[src/rtl/ipc_pkg.sv]
package ipc_pkg;
  typedef enum logic [1:0] {
    SUB_NOP = 2'd0,
    SUB_INC = 2'd1,
    SUB_DEC = 2'd2
  } subseq_e;

  typedef enum logic [1:0] {
    OVF_NONE = 2'd0,
    OVF_POS  = 2'd1,
    OVF_NEG  = 2'd2
  } ovf_e;

  function automatic ovf_e ovf_decode(input logic [1:0] top);
    case (top)
      2'b01:   return OVF_POS;
      2'b10:   return OVF_NEG;
      default: return OVF_NONE;
    endcase
  endfunction

  function automatic subseq_e subseq_of(input logic up, input logic dn);
    if (up && !dn)      return SUB_INC;
    else if (dn && !up) return SUB_DEC;
    else                return SUB_NOP;
  endfunction
endpackage

[src/rtl/ipc_req_bank.sv]
module ipc_req_bank #(
  parameter int N = 8
) (
  input  logic         clk,
  input  logic         rst_n,
  input  logic         gen_clear,
  input  logic [N-1:0] set_up,
  input  logic [N-1:0] set_dn,
  input  logic [N-1:0] clr_up,
  input  logic [N-1:0] clr_dn,
  output logic [N-1:0] pend_up,
  output logic [N-1:0] pend_dn
);
  for (genvar g = 0; g < N; g++) begin : g_cell
    always_ff @(posedge clk or negedge rst_n) begin
      if (!rst_n) begin
        pend_up[g] <= 1'b0;
        pend_dn[g] <= 1'b0;
      end else if (gen_clear) begin
        pend_up[g] <= 1'b0;
        pend_dn[g] <= 1'b0;
      end else begin
        pend_up[g] <= set_up[g] | (pend_up[g] & ~clr_up[g]);
        pend_dn[g] <= set_dn[g] | (pend_dn[g] & ~clr_dn[g]);
      end
    end
  end
endmodule

[src/rtl/ipc_sync_sel.sv]
module ipc_sync_sel
  import ipc_pkg::*;
#(
  parameter int N  = 8,
  parameter int IW = $clog2(N)
) (
  input  logic          clk,
  input  logic          rst_n,
  input  logic          gen_clear,
  input  logic          xfer,
  input  logic [N-1:0]  pend_up,
  input  logic [N-1:0]  pend_dn,
  output logic [IW-1:0] sel,
  output logic          sel_up,
  output logic          sel_dn,
  output subseq_e       sub
);
  logic [N-1:0] sync_up, sync_dn, active;

  always_ff @(posedge clk or negedge rst_n) begin
    if (!rst_n) begin
      sync_up <= '0;
      sync_dn <= '0;
    end else if (gen_clear) begin
      sync_up <= '0;
      sync_dn <= '0;
    end else if (xfer) begin
      sync_up <= pend_up;
      sync_dn <= pend_dn;
    end
  end

  assign active = sync_up | sync_dn;

  always_comb begin
    sel = IW'(N - 1);
    for (int i = N - 1; i >= 0; i--) begin
      if (active[i]) sel = IW'(i);
    end
  end

  assign sel_up = sync_up[sel];
  assign sel_dn = sync_dn[sel];
  assign sub    = subseq_of(sel_up, sel_dn);
endmodule

[src/rtl/ipc_ovf_route.sv]
module ipc_ovf_route
  import ipc_pkg::*;
#(
  parameter int N        = 8,
  parameter int IW       = $clog2(N),
  parameter int OVC_IDX  = 0,
  parameter int TMR2_IDX = 1,
  parameter int TMR1_IDX = 2,
  parameter int TMR3_IDX = 3,
  parameter int TMR4_IDX = 4
) (
  input  logic          wovr,
  input  logic          wovc,
  input  ovf_e          ovf,
  input  logic [IW-1:0] sel,
  input  logic          sel_up,
  input  logic          sel_dn,
  output logic [N-1:0]  clr_up,
  output logic [N-1:0]  clr_dn,
  output logic [N-1:0]  carry_up,
  output logic [N-1:0]  carry_dn,
  output logic          t3_hit,
  output logic          dl_hit
);
  logic pos_r;

  assign pos_r  = wovr && (ovf == OVF_POS);
  assign t3_hit = pos_r && (sel == IW'(TMR3_IDX));
  assign dl_hit = pos_r && (sel == IW'(TMR4_IDX));

  always_comb begin
    clr_up   = '0;
    clr_dn   = '0;
    carry_up = '0;
    carry_dn = '0;
    if (wovr) begin
      clr_up[sel] = sel_up;
      clr_dn[sel] = sel_dn;
    end
    if (pos_r && (sel == IW'(TMR1_IDX))) carry_up[TMR2_IDX] = 1'b1;
    if (wovc && (ovf == OVF_POS)) carry_up[OVC_IDX] = 1'b1;
    if (wovc && (ovf == OVF_NEG)) carry_dn[OVC_IDX] = 1'b1;
  end
endmodule

[src/rtl/prio_ctr_arbiter.sv]
module prio_ctr_arbiter
  import ipc_pkg::*;
#(
  parameter int          N         = 8,
  parameter int          DW        = 16,
  parameter logic [15:0] ADDR_BASE = 16'o034
) (
  input  logic                 clk,
  input  logic                 rst_n,
  input  logic                 gen_clear,
  input  logic [N-1:0]         ext_up,
  input  logic [N-1:0]         ext_dn,
  input  logic                 xfer_stb,
  input  logic                 rsel_stb,
  input  logic                 wovr_stb,
  input  logic                 wovc_stb,
  input  logic [DW-1:0]        wr_bus,
  output logic [DW-1:0]        rd_bus,
  output logic [$clog2(N)-1:0] sel_idx,
  output logic [1:0]           subseq,
  output logic                 t3_irq,
  output logic                 dl_irq
);
  localparam int IW = $clog2(N);

  logic [N-1:0]  pend_up, pend_dn, clr_up, clr_dn, carry_up, carry_dn;
  logic [IW-1:0] sel;
  logic          sel_up, sel_dn, t3_hit, dl_hit;
  subseq_e       sub;
  ovf_e          ovf;

  assign ovf = ovf_decode(wr_bus[DW-1:DW-2]);

  ipc_req_bank #(.N(N)) u_bank (
    .clk(clk), .rst_n(rst_n), .gen_clear(gen_clear),
    .set_up(ext_up | carry_up), .set_dn(ext_dn | carry_dn),
    .clr_up(clr_up), .clr_dn(clr_dn),
    .pend_up(pend_up), .pend_dn(pend_dn)
  );

  ipc_sync_sel #(.N(N), .IW(IW)) u_sel (
    .clk(clk), .rst_n(rst_n), .gen_clear(gen_clear), .xfer(xfer_stb),
    .pend_up(pend_up), .pend_dn(pend_dn),
    .sel(sel), .sel_up(sel_up), .sel_dn(sel_dn), .sub(sub)
  );

  ipc_ovf_route #(.N(N), .IW(IW)) u_route (
    .wovr(wovr_stb), .wovc(wovc_stb), .ovf(ovf),
    .sel(sel), .sel_up(sel_up), .sel_dn(sel_dn),
    .clr_up(clr_up), .clr_dn(clr_dn),
    .carry_up(carry_up), .carry_dn(carry_dn),
    .t3_hit(t3_hit), .dl_hit(dl_hit)
  );

  always_ff @(posedge clk or negedge rst_n) begin
    if (!rst_n) begin
      t3_irq <= 1'b0;
      dl_irq <= 1'b0;
    end else if (gen_clear) begin
      t3_irq <= 1'b0;
      dl_irq <= 1'b0;
    end else begin
      t3_irq <= t3_hit;
      dl_irq <= dl_hit;
    end
  end

  assign sel_idx = sel;
  assign subseq  = sub;
  assign rd_bus  = rsel_stb ? (DW'(ADDR_BASE) + DW'(sel)) : '0;
endmodule

[config.mk]
export PLATFORM = sky130hd
export DESIGN_NAME = prio_ctr_arbiter
export DESIGN_NICKNAME = d
export VERILOG_FILES = /design/src/rtl/ipc_pkg.sv /design/src/rtl/ipc_req_bank.sv /design/src/rtl/ipc_sync_sel.sv /design/src/rtl/ipc_ovf_route.sv /design/src/rtl/prio_ctr_arbiter.sv
export SDC_FILE = /design/constraint.sdc
export NUM_CORES = 1
export LEC_CHECK = 0
export BUFFER_PORTS_ARGS = -buffer_cell sky130_fd_sc_hd__buf_2
export CAP_MARGIN = 20
export CORE_MARGIN = 2
export CORE_UTILIZATION = 47
export CTS_BUF_LIST = sky130_fd_sc_hd__clkbuf_4 sky130_fd_sc_hd__clkbuf_8
export DETAILED_ROUTE_END_ITERATION = 12
export PLACE_DENSITY_LB_ADDON = 0.3
export RECOVER_POWER = 50
export SLEW_MARGIN = 20
export SYNTH_ARGS = -nofsm -noshare
export SYNTH_HDL_FRONTEND = slang
export SYNTH_SLANG_ARGS = --single-unit
[constraint.sdc]
create_clock -name clk -period 1.9 [get_ports clk]
set_clock_uncertainty 0.15 [all_clocks]
set_input_delay 0.38 -clock clk [delete_from_list [all_inputs] [get_ports clk]]
set_output_delay 0.38 -clock clk [all_outputs]
set_load 0.03 [all_outputs]
==> results of run 1 <==
[stage by stage]
stage	hold WS, ns	cell area, um2	util (%)	power (mW)	setup WS [ns]
after detailed placement	0.190	2440	61.9	1.50	-0.423
after global routing	0.170	2940	74.5	2.41	-0.873
after CTS	0.157	2760	70.1	2.19	-0.629
after floorplan	-0.0656	1980	-	1.23	-0.411
after global placement	0.182	2440	61.9	1.50	-0.390
final	0.160	2940	74.5	2.30	-0.657
[final timing paths]
check / startpoint / endpoint / slack, ns / depth (start not counted)
worst min register to register: u_bank.pend_dn[3] / u_sel.sync_dn[3] / 0.37 / 2
worst min-delay path: ext_dn[1] / u_bank.pend_dn[1] / 0.16 / 3
worst max register to register: u_sel.sync_dn[2] / u_bank.pend_up[7] / -0.13 / 10
max in group asynchronous: rst_n / u_sel.sync_dn[1] / 0.27 / 2
min in group asynchronous: rst_n / u_bank.pend_up[2] / 0.63 / 2
worst max-delay path: u_sel.sync_dn[3] / subseq[0] / -0.66 / 6
[cells in the mapped netlist (2+ instances only)]
master	n	area (um2)
dfrtp_1	34	851
nor2_1	32	120
a21oi_1	17	85.1
inv_1	16	60.1
mux2i_1	16	160
buf_4	12	90.1
clkbuf_1	7	26.3
nor3_1	7	35.0
o21ai_0	7	35.0
o31ai_1	7	52.6
a211oi_1	6	45.0
nand2_1	6	22.5
nand3_1	6	30.0
and2_1	4	25.0
a31oi_1	3	18.8
nor2b_1	3	18.8
nor4_1	3	18.8
a311oi_1	2	17.5
[state kept, by name, summed over array words and instances (netlist names)]
signal          count
u_bank.pend_dn      8
t3_irq              1
u_bank.pend_up      8
u_sel.sync_up       8
dl_irq              1
u_sel.sync_dn       8
[placed cells by master, fill, tap and decap left out, types with 3 or more instances in the layout]
cell,instances
nor3_1,3
mux2i_1,16
nor2b_1,3
buf_4,44
a21oi_1,17
buf_6,20
nand2_1,5
inv_1,15
dfrtp_1,29
nor2_1,25
nor2_4,5
and2_4,4
nor4_4,3
nand3_1,3
buf_2,24
clkbuf_4,3
dfrtp_2,5
clkbuf_8,5
conb_1,10
o21ai_0,6
a211oi_1,4
o31ai_2,3
[where the power goes]
part / total [mW] / internal (mW) / switching [mW]
logic: 0.941 / 0.436 / 0.505
clock network: 0.551 / 0.303 / 0.248
registers: 0.809 / 0.768 / 0.0410
total: 2.30 / 1.51 / 0.794
[worst max-delay path, stage by stage (launching register included)]
cell and delay, ns:
dfrtp_1 0.43, nor2b_1 0.16, o21ai_0 0.21, a21oi_1 0.18
a311oi_4 0.36, a21boi_4 0.24, buf_6 0.14
[cell families (layout without fill, tap and decap cells)]
family | Yosys count | after routing | synth area share, %
other | 1 | 10 | 0.199
DFF | 34 | 34 | 45.1
and+or+nand+nor | 70 | 70 | 19.0
AOI/OAI and AO/OA | 48 | 48 | 16.6
buffers and inverters | 38 | 117 | 10.6
muxes | 16 | 16 | 8.49
[routing by layer]
layer / up-vias / track usage, % / share of wire (%)
li1: 878 / - / -
met4: 0 / 9.44 / 3.1
met5: - / 0 / 0
met1: 955 / 34.3 / 40
met2: 105 / 37.6 / 50
met3: 18 / 6.17 / 6.8
[area by class of cell]
| class | instances | area share, % |
|---|---|---|
| multi-input combinational | 144 | 39.0 |
| sequential | 34 | 29.2 |
| timing repair buffer | 92 | 24.3 |
| tap | 50 | 2.13 |
| clock buffer | 8 | 3.11 |
| inverter | 17 | 2.34 |
[what timing repair did]
item | in CTS | in global routing
endpoints found under the hold margin | 16 | 0
pin swaps | 10 | 12
resized for setup | 50 | 33
setup buffers | 7 | 10
setup endpoints to repair | 22 | 22
hold buffers | 1 | 0
==> flow_summary_export.csv, run 1 <==
group,metric,value,unit
run_status,status,"finished with violations",
run_status,failed_checks,"negative setup slack",
cts,path_clk_slew,0.06,ns
placed_design,dp_hpwl,3.68,mm
route,final_antenna_net_count,0,
cts,clock_latency,0.29,ns
cells_and_area,seq_area,857,um2
floorplanning,ioPinCount,62,
sta,fin_crit_sh,135,%
cts,cts_htree_levels,2,
synth,ys.warnings.count,0,
floorplanning,die_y,67.3,um
route,viasPerCell,5.67,
cells_and_area,synthToLayoutAreaGrowth,55.9,%
synth,synth-async-reset-ratio,100,%
global_routing,grt_max_degree,35,
cells_and_area,fin_cells,345,
sta,setup_viol,17,
sta,worst_pin_slew,1.28,ns
cells_and_area,nNetsFinal,333,
route,post_drt_wl_per_cell,17.4,um
synth,avgSynthCellArea,9.11,um2
pwr,power_density,783,mW/mm2
sta,fmax,0.391,GHz
floorplanning,start_util,47.8,%
synth,synth_cell_types,37,
global_routing,grt_pass1_vias,1739,
placed_design,gp_congestion,0.910,
cts,cts_tree,"done",
sta,fin_setup_tns,-5.27,ns
worst_hold_path,hold_path.class,"input pin to flip-flop",
synth,syn_inst,207,
floorplanning,core,0.00394,mm2
cts,cts_root_buf,"clkbuf_8",
critical_path,endpoint_kind,"output port",
cts,cts.sinks,34,
synth,seq_area_frac_synth,45.1,%
flow_run,cap_violations,0,
sta,setup_ws,-0.657,ns
synth,syn_area,0.00189,mm2
critical_path,worstPathMaxFanout,5,
placed_design,portBuffers,37,
route,drc,0,
floorplanning,dieArea,0.00453,mm2
floorplanning,row_count,23,
cells_and_area,drive_above_1_share,49.2,%
cts,cts_buffers,5,
cells_and_area,antenna_cells,0,
sta,hold_viol,0,
sta,grt_setup_unrepaired,"yes",
pwr,p_leak,1.41,nW
cts,ctsLongestPathBuffers,2,
route,drt_iter0_markers,214,
synth,ys_ff_latch,34,
route,routed-via-count,1956,
sta,slew_headroom,14.9,%
sta,fin_crit,2.56,ns
route,wirelength,6.01,mm
global_routing,antenna_found_initial,0,
critical_path,arrival,2.03,ns
global_routing,grt_pass1_wl,8.32,mm
critical_path,crit_required,1.37,ns
floorplanning,die_w,67.3,um
global_routing,grt_usage,24.8,%
route,drtPass1Iterations,4,
critical_path,critPathLaunchType,"flip-flop",
cells_and_area,fillers,262,
global_routing,overflow,0,
critical_path,critPathKind,"flip-flop to output port",
placed_design,dp.cells,326,
pwr,max-vdd-ir-drop,0.605,mV
sta,drv_slew,0,
synth,synth_edf_count,0,
synth,synth-main-ff-cell,"dfrtp_1",
cells_and_area,multiInputGateArea,0.00115,mm2
(Power assumes the default switching activity.)
==> run 2: changes to the inputs <==
==> constraint.sdc (replaced) <==
create_clock -name clk -period 1.9 [get_ports clk]
set_clock_uncertainty 0.15 [all_clocks]
set_input_delay 0.285 -clock clk [delete_from_list [all_inputs] [get_ports clk]]
set_output_delay 0.285 -clock clk [all_outputs]
set_load 0.03 [all_outputs]
==> flow_summary_export.csv, run 2 (same netlist as run 1, synthesis figures left out) <==
group,metric,value,unit
cts,cts_buffers,5,
global_routing,grt_pass1_vias,1782,
critical_path,critPathKind,"flip-flop to output port",
cells_and_area,nNetsFinal,333,
floorplanning,ioPinCount,62,
cts,cts_htree_levels,2,
sta,setup_ws,-0.511,ns
pwr,cell_internal_pwr,1.52,mW
route,post_drt_wl_per_cell,16.4,um
placed_design,gp_congestion,0.867,
sta,fin_crit_sh,127,%
critical_path,crit_required,1.46,ns
floorplanning,dieArea,0.00453,mm2
global_routing,grt_pass1_wl,8.40,mm
run_status,status,"finished with violations",
pwr,p_leak,1.41,nW
sta,slew_headroom,15.8,%
route,drtPass1Iterations,4,
flow_run,cap_violations,0,
sta,fin_crit,2.41,ns
route,final_antenna_net_count,0,
cts,path_clk_slew,0.07,ns
placed_design,dp_hpwl,3.51,mm
cells_and_area,fin_util,75.3,%
cells_and_area,final_cell_mix,"buf_4 (45), dfrtp_1 (26), nor2_1 (24), buf_2 (24), buf_6 (20)",
route,viasPerCell,5.51,
pwr,pwr-share-clk,24.5,%
global_routing,grt_max_degree,20,
sta,hold_viol,0,
route,drc,0,
sta,setup_viol,19,
cts,cts.sinks,34,
route,wirelength,5.67,mm
critical_path,critPathLaunchType,"flip-flop",
global_routing,overflow,0,
cells_and_area,synthToLayoutAreaGrowth,57.4,%
cts,cts_root_buf,"clkbuf_8",
critical_path,arrival,1.98,ns
floorplanning,die_y,67.3,um
route,drt_iter0_markers,208,
pwr,comb_power_share,40.6,%
floorplanning,core,0.00394,mm2
pwr,switchingPower,0.806,mW
sta,drv_slew,0,
floorplanning,start_util,47.8,%
cts,clock_latency,0.29,ns
run_status,failed_checks,"negative setup slack",
critical_path,worstPathMaxFanout,3,
cells_and_area,seq_area,861,um2
cts,ctsLongestPathBuffers,2,
sta,fmax,0.415,GHz
cells_and_area,antenna_cells,0,
global_routing,grt_usage,25.2,%
cells_and_area,drive_above_1_share,50.8,%
sta,fin_setup_tns,-4.35,ns
critical_path,endpoint_kind,"output port",
cells_and_area,final_common_cell,"buf_4",
cells_and_area,fillers,244,
cells_and_area,multiInputGateArea,0.00118,mm2
worst_hold_path,hold_path.class,"input pin to flip-flop",
critical_path,r2r_cells,5,
pwr,p_seq_share,34.9,%
floorplanning,die_w,67.3,um
pwr,max-vdd-ir-drop,0.563,mV
sta,grt_setup_unrepaired,"yes",
pwr,power_density,784,mW/mm2
sta,worst_pin_slew,1.26,ns
floorplanning,row_count,23,
worst_hold_path,hold_depth,3,
global_routing,antenna_found_initial,0,
cts,cts_tree,"done",
placed_design,portBuffers,37,
pwr,power_switching_share,34.7,%
route,routed-via-count,1902,
run 2: final timing paths:
check	from	end	slack, ns
worst max-delay path	u_sel.sync_dn[2]	subseq[0]	-0.51
min in group asynchronous	rst_n	u_bank.pend_up[0]	0.50
worst min-delay path	ext_dn[1]	u_bank.pend_dn[1]	0.07
worst max register to register	u_sel.sync_up[4]	u_bank.pend_dn[7]	-0.13
worst min register to register	u_bank.pend_dn[1]	u_bank.pend_dn[1]	0.37
max in group asynchronous	rst_n	u_sel.sync_dn[5]	0.31
run 2: repair_timing:
item / CTS / global route
cloned: 0 / 0
hold endpoints to repair: 16 / 0
hold buffers: 1 / 0
gates resized for setup: 63 / 27
pin swaps: 15 / 13
setup buffers: 6 / 8
endpoints found under the setup margin: 22 / 24
run 2: layout make-up:
| cell class | instances | area share (%) |
|---|---|---|
| inverter | 17 | 2.23 |
| tap | 50 | 2.11 |
| clock inverter | 1 | 0.169 |
| timing repair buffer | 92 | 23.6 |
| multi-input combinational | 144 | 39.8 |
| clock buffer | 7 | 3.04 |
| sequential | 34 | 29.0 |
run 2: per-stage QoR:
step | area (um2) | setup slack (ns) | total power, mW | cells | hold WS (ns)
2_1_floorplan | 1980 | -0.316 | 1.23 | 216 | -0.161
3_3_place_gp | 2410 | -0.227 | 1.48 | 324 | 0.0692
3_5_place_dp | 2410 | -0.253 | 1.49 | 324 | 0.0806
4_1_cts | 2810 | -0.471 | 2.21 | 339 | 0.0668
5_1_grt | 2970 | -0.608 | 2.42 | 345 | 0.0865
6_report | 2970 | -0.511 | 2.33 | 345 | 0.0656
run 2: power groups by stage:
stage               Clock, mW  Combinational (mW)  Sequential (mW)
finish                  0.570               0.944            0.812
global route            0.599                1.01            0.816
CTS                     0.568               0.833            0.808
detailed placement          0               0.674            0.813
global placement            0               0.667            0.811
floorplan                   0               0.421            0.810
run 2: worst max-delay path, cell delays in order, from the launching register on:
cell and delay, ns:
dfrtp_2 0.44, buf_4 0.16, o21ai_1 0.19, a21oi_2 0.12, a311oi_4 0.39, a21boi_4 0.24, buf_6 0.14
run 2: routing by layer:
metal  vias up  wire [um]  global-route usage (%)
li1        884          -                       -
met1       922       2380                    33.7
met2        82       2850                    41.1
met3        14        331                    4.50
met4         0        110                    9.18
met5         -          0                       0
==> run 3: changes to the inputs <==
--- a/config.mk
+++ b/config.mk
@@ -7,7 +7,7 @@
 export LEC_CHECK = 0
 export BUFFER_PORTS_ARGS = -buffer_cell sky130_fd_sc_hd__buf_2
 export CAP_MARGIN = 20
-export CORE_MARGIN = 2
+export CORE_MARGIN = 5
 export CORE_UTILIZATION = 47
 export CTS_BUF_LIST = sky130_fd_sc_hd__clkbuf_4 sky130_fd_sc_hd__clkbuf_8
 export DETAILED_ROUTE_END_ITERATION = 12
==> flow_summary_export.csv, run 3 (same netlist as run 1, synthesis figures left out) <==
group,metric,value,unit
worst_hold_path,min_from,"ext_dn[7]",
cells_and_area,synthToLayoutAreaGrowth,58.9,%
cells_and_area,final_common_cell,"buf_4",
cts,cts_buffers,5,
critical_path,crit_required,1.46,ns
cells_and_area,nNetsFinal,336,
cells_and_area,fin_util,76.0,%
sta,setup_viol,16,
sta,fin_crit_sh,128,%
critical_path,worst_path_largest_cell_delay,0.44,ns
run_status,failed_checks,"negative setup slack",
placed_design,portBuffers,37,
floorplanning,die_w,73.3,um
pwr,max-vdd-ir-drop,0.411,mV
route,routed-via-count,1945,
sta,grt_setup_unrepaired,"yes",
critical_path,critPathLaunchType,"flip-flop",
sta,fin_setup_tns,-3.87,ns
route,viasPerCell,5.59,
sta,slew_headroom,16.6,%
global_routing,antenna_found_initial,0,
route,drtPass1Iterations,4,
route,wirelength,6.32,mm
cells_and_area,antenna_cells,0,
flow_run,cap_violations,0,
placed_design,gp_congestion,0.899,
pwr,power_density,782,mW/mm2
critical_path,endpoint_kind,"output port",
critical_path,reg2reg_from,"u_sel.sync_up[5]",
critical_path,crit_slowest_cell,"dfrtp_2",
sta,setup_ws,-0.530,ns
sta,drv_slew,0,
global_routing,grt_usage,21.2,%
global_routing,overflow,0,
sta,hold_viol,0,
cts,cts_root_buf,"clkbuf_8",
floorplanning,dieArea,0.00538,mm2
floorplanning,ioPinCount,62,
sta,finalHoldWorstSlack,0.0641,ns
critical_path,path_cells,"nor2_4 -> o31ai_4 -> and4_4 -> a311oi_4 -> a21boi_4 -> buf_6",
critical_path,r2r_slack,-0.07,ns
critical_path,worstPathMaxFanout,5,
cells_and_area,multiInputGateArea,0.00118,mm2
floorplanning,start_util,47.8,%
placed_design,dp_hpwl,3.85,mm
cells_and_area,final_cell_mix,"buf_4 (49), dfrtp_1 (27), nor2_1 (25)",
placed_design,pre_cts_slack,-0.289,ns
cts,clock_latency,0.29,ns
floorplanning,row_count,23,
cells_and_area,seq_area,860,um2
cts,cts_tree,"done",
cts,ctsLongestPathBuffers,2,
run_status,status,"finished with violations",
critical_path,critPathKind,"flip-flop to output port",
global_routing,grt_max_degree,22,
cts,cts_htree_levels,2,
floorplanning,die_y,73.3,um
global_routing,grt_pass1_vias,1799,
critical_path,arrival,1.99,ns
sta,fmax,0.412,GHz
route,post_drt_wl_per_cell,18.2,um
sta,worst_pin_slew,1.25,ns
route,drc,0,
cts,cts.sinks,34,
cells_and_area,drive_above_1_share,53.4,%
global_routing,grt_pass1_wl,8.73,mm
cts,path_clk_slew,0.06,ns
floorplanning,core,0.00394,mm2
sta,fin_crit,2.43,ns
worst_hold_path,hold_path.class,"input pin to flip-flop",
critical_path,crit_path_start,"u_sel.sync_up[4]",
cells_and_area,fillers,246,
pwr,p_leak,1.44,nW
route,drt_iter0_markers,146,
route,final_antenna_net_count,0,
-- run 3: cell count changes in the layout (fill, tap and decap cells not counted), sizes merged --
cell / change
buf: +3
-- run 3: power by group --
part	switching, mW	leakage, nW	internal (mW)
clock	0.261	0.0517	0.306
combinational	0.512	0.954	0.452
sequential	0.0432	0.433	0.768
-- run 3: worst paths after layout --
kind,to,cells after the start
min reg2reg,u_sel.sync_up[0],2
min,u_bank.pend_dn[7],3
max in group asynchronous,u_sel.sync_up[3],2
max reg2reg,u_bank.pend_up[4],5
max,subseq[0],6
min in group asynchronous,u_bank.pend_dn[5],2
-- run 3: worst max-delay path: cells and delay by family, from the launching register on --
family | cells | cell delay, ns
AO/OA/AOI/OAI | 3 | 0.71
buffers and inverters | 1 | 0.14
flip-flops | 1 | 0.44
AND/OR/NAND/NOR | 2 | 0.41
-- run 3: layout make-up --
cell class | count | share of cell area (%)
clock buffer | 7 | 3.01
sequential | 34 | 28.7
inverter | 17 | 2.21
tap | 50 | 2.09
timing repair buffer | 95 | 24.6
multi-input combinational | 144 | 39.2
clock inverter | 1 | 0.167
-- run 3: through the flow --
stage	power, mW	instance area, um2	cells
finish	2.34	3000	348
global route	2.44	3000	348
CTS	2.22	2820	342
detailed placement	1.51	2450	326
global placement	1.50	2450	326
floorplan	1.23	1980	216
-- run 3: what timing repair did --
item                                    CTS  global route
hold buffers                              1             0
endpoints found under the hold margin    18             0
endpoints found under the setup margin   19            25
setup buffers                            10             9
resized for setup                        54            37
pin swaps                                15            16
-- run 3: metal layers --
layer | global-route usage, % | vias to the layer above | wire length [um]
met4 | 8.25 | 0 | 213
met5 | 0 | - | 0
li1 | - | 883 | -
met1 | 28.9 | 968 | 2590
met2 | 32.8 | 73 | 3100
met3 | 4.92 | 21 | 419
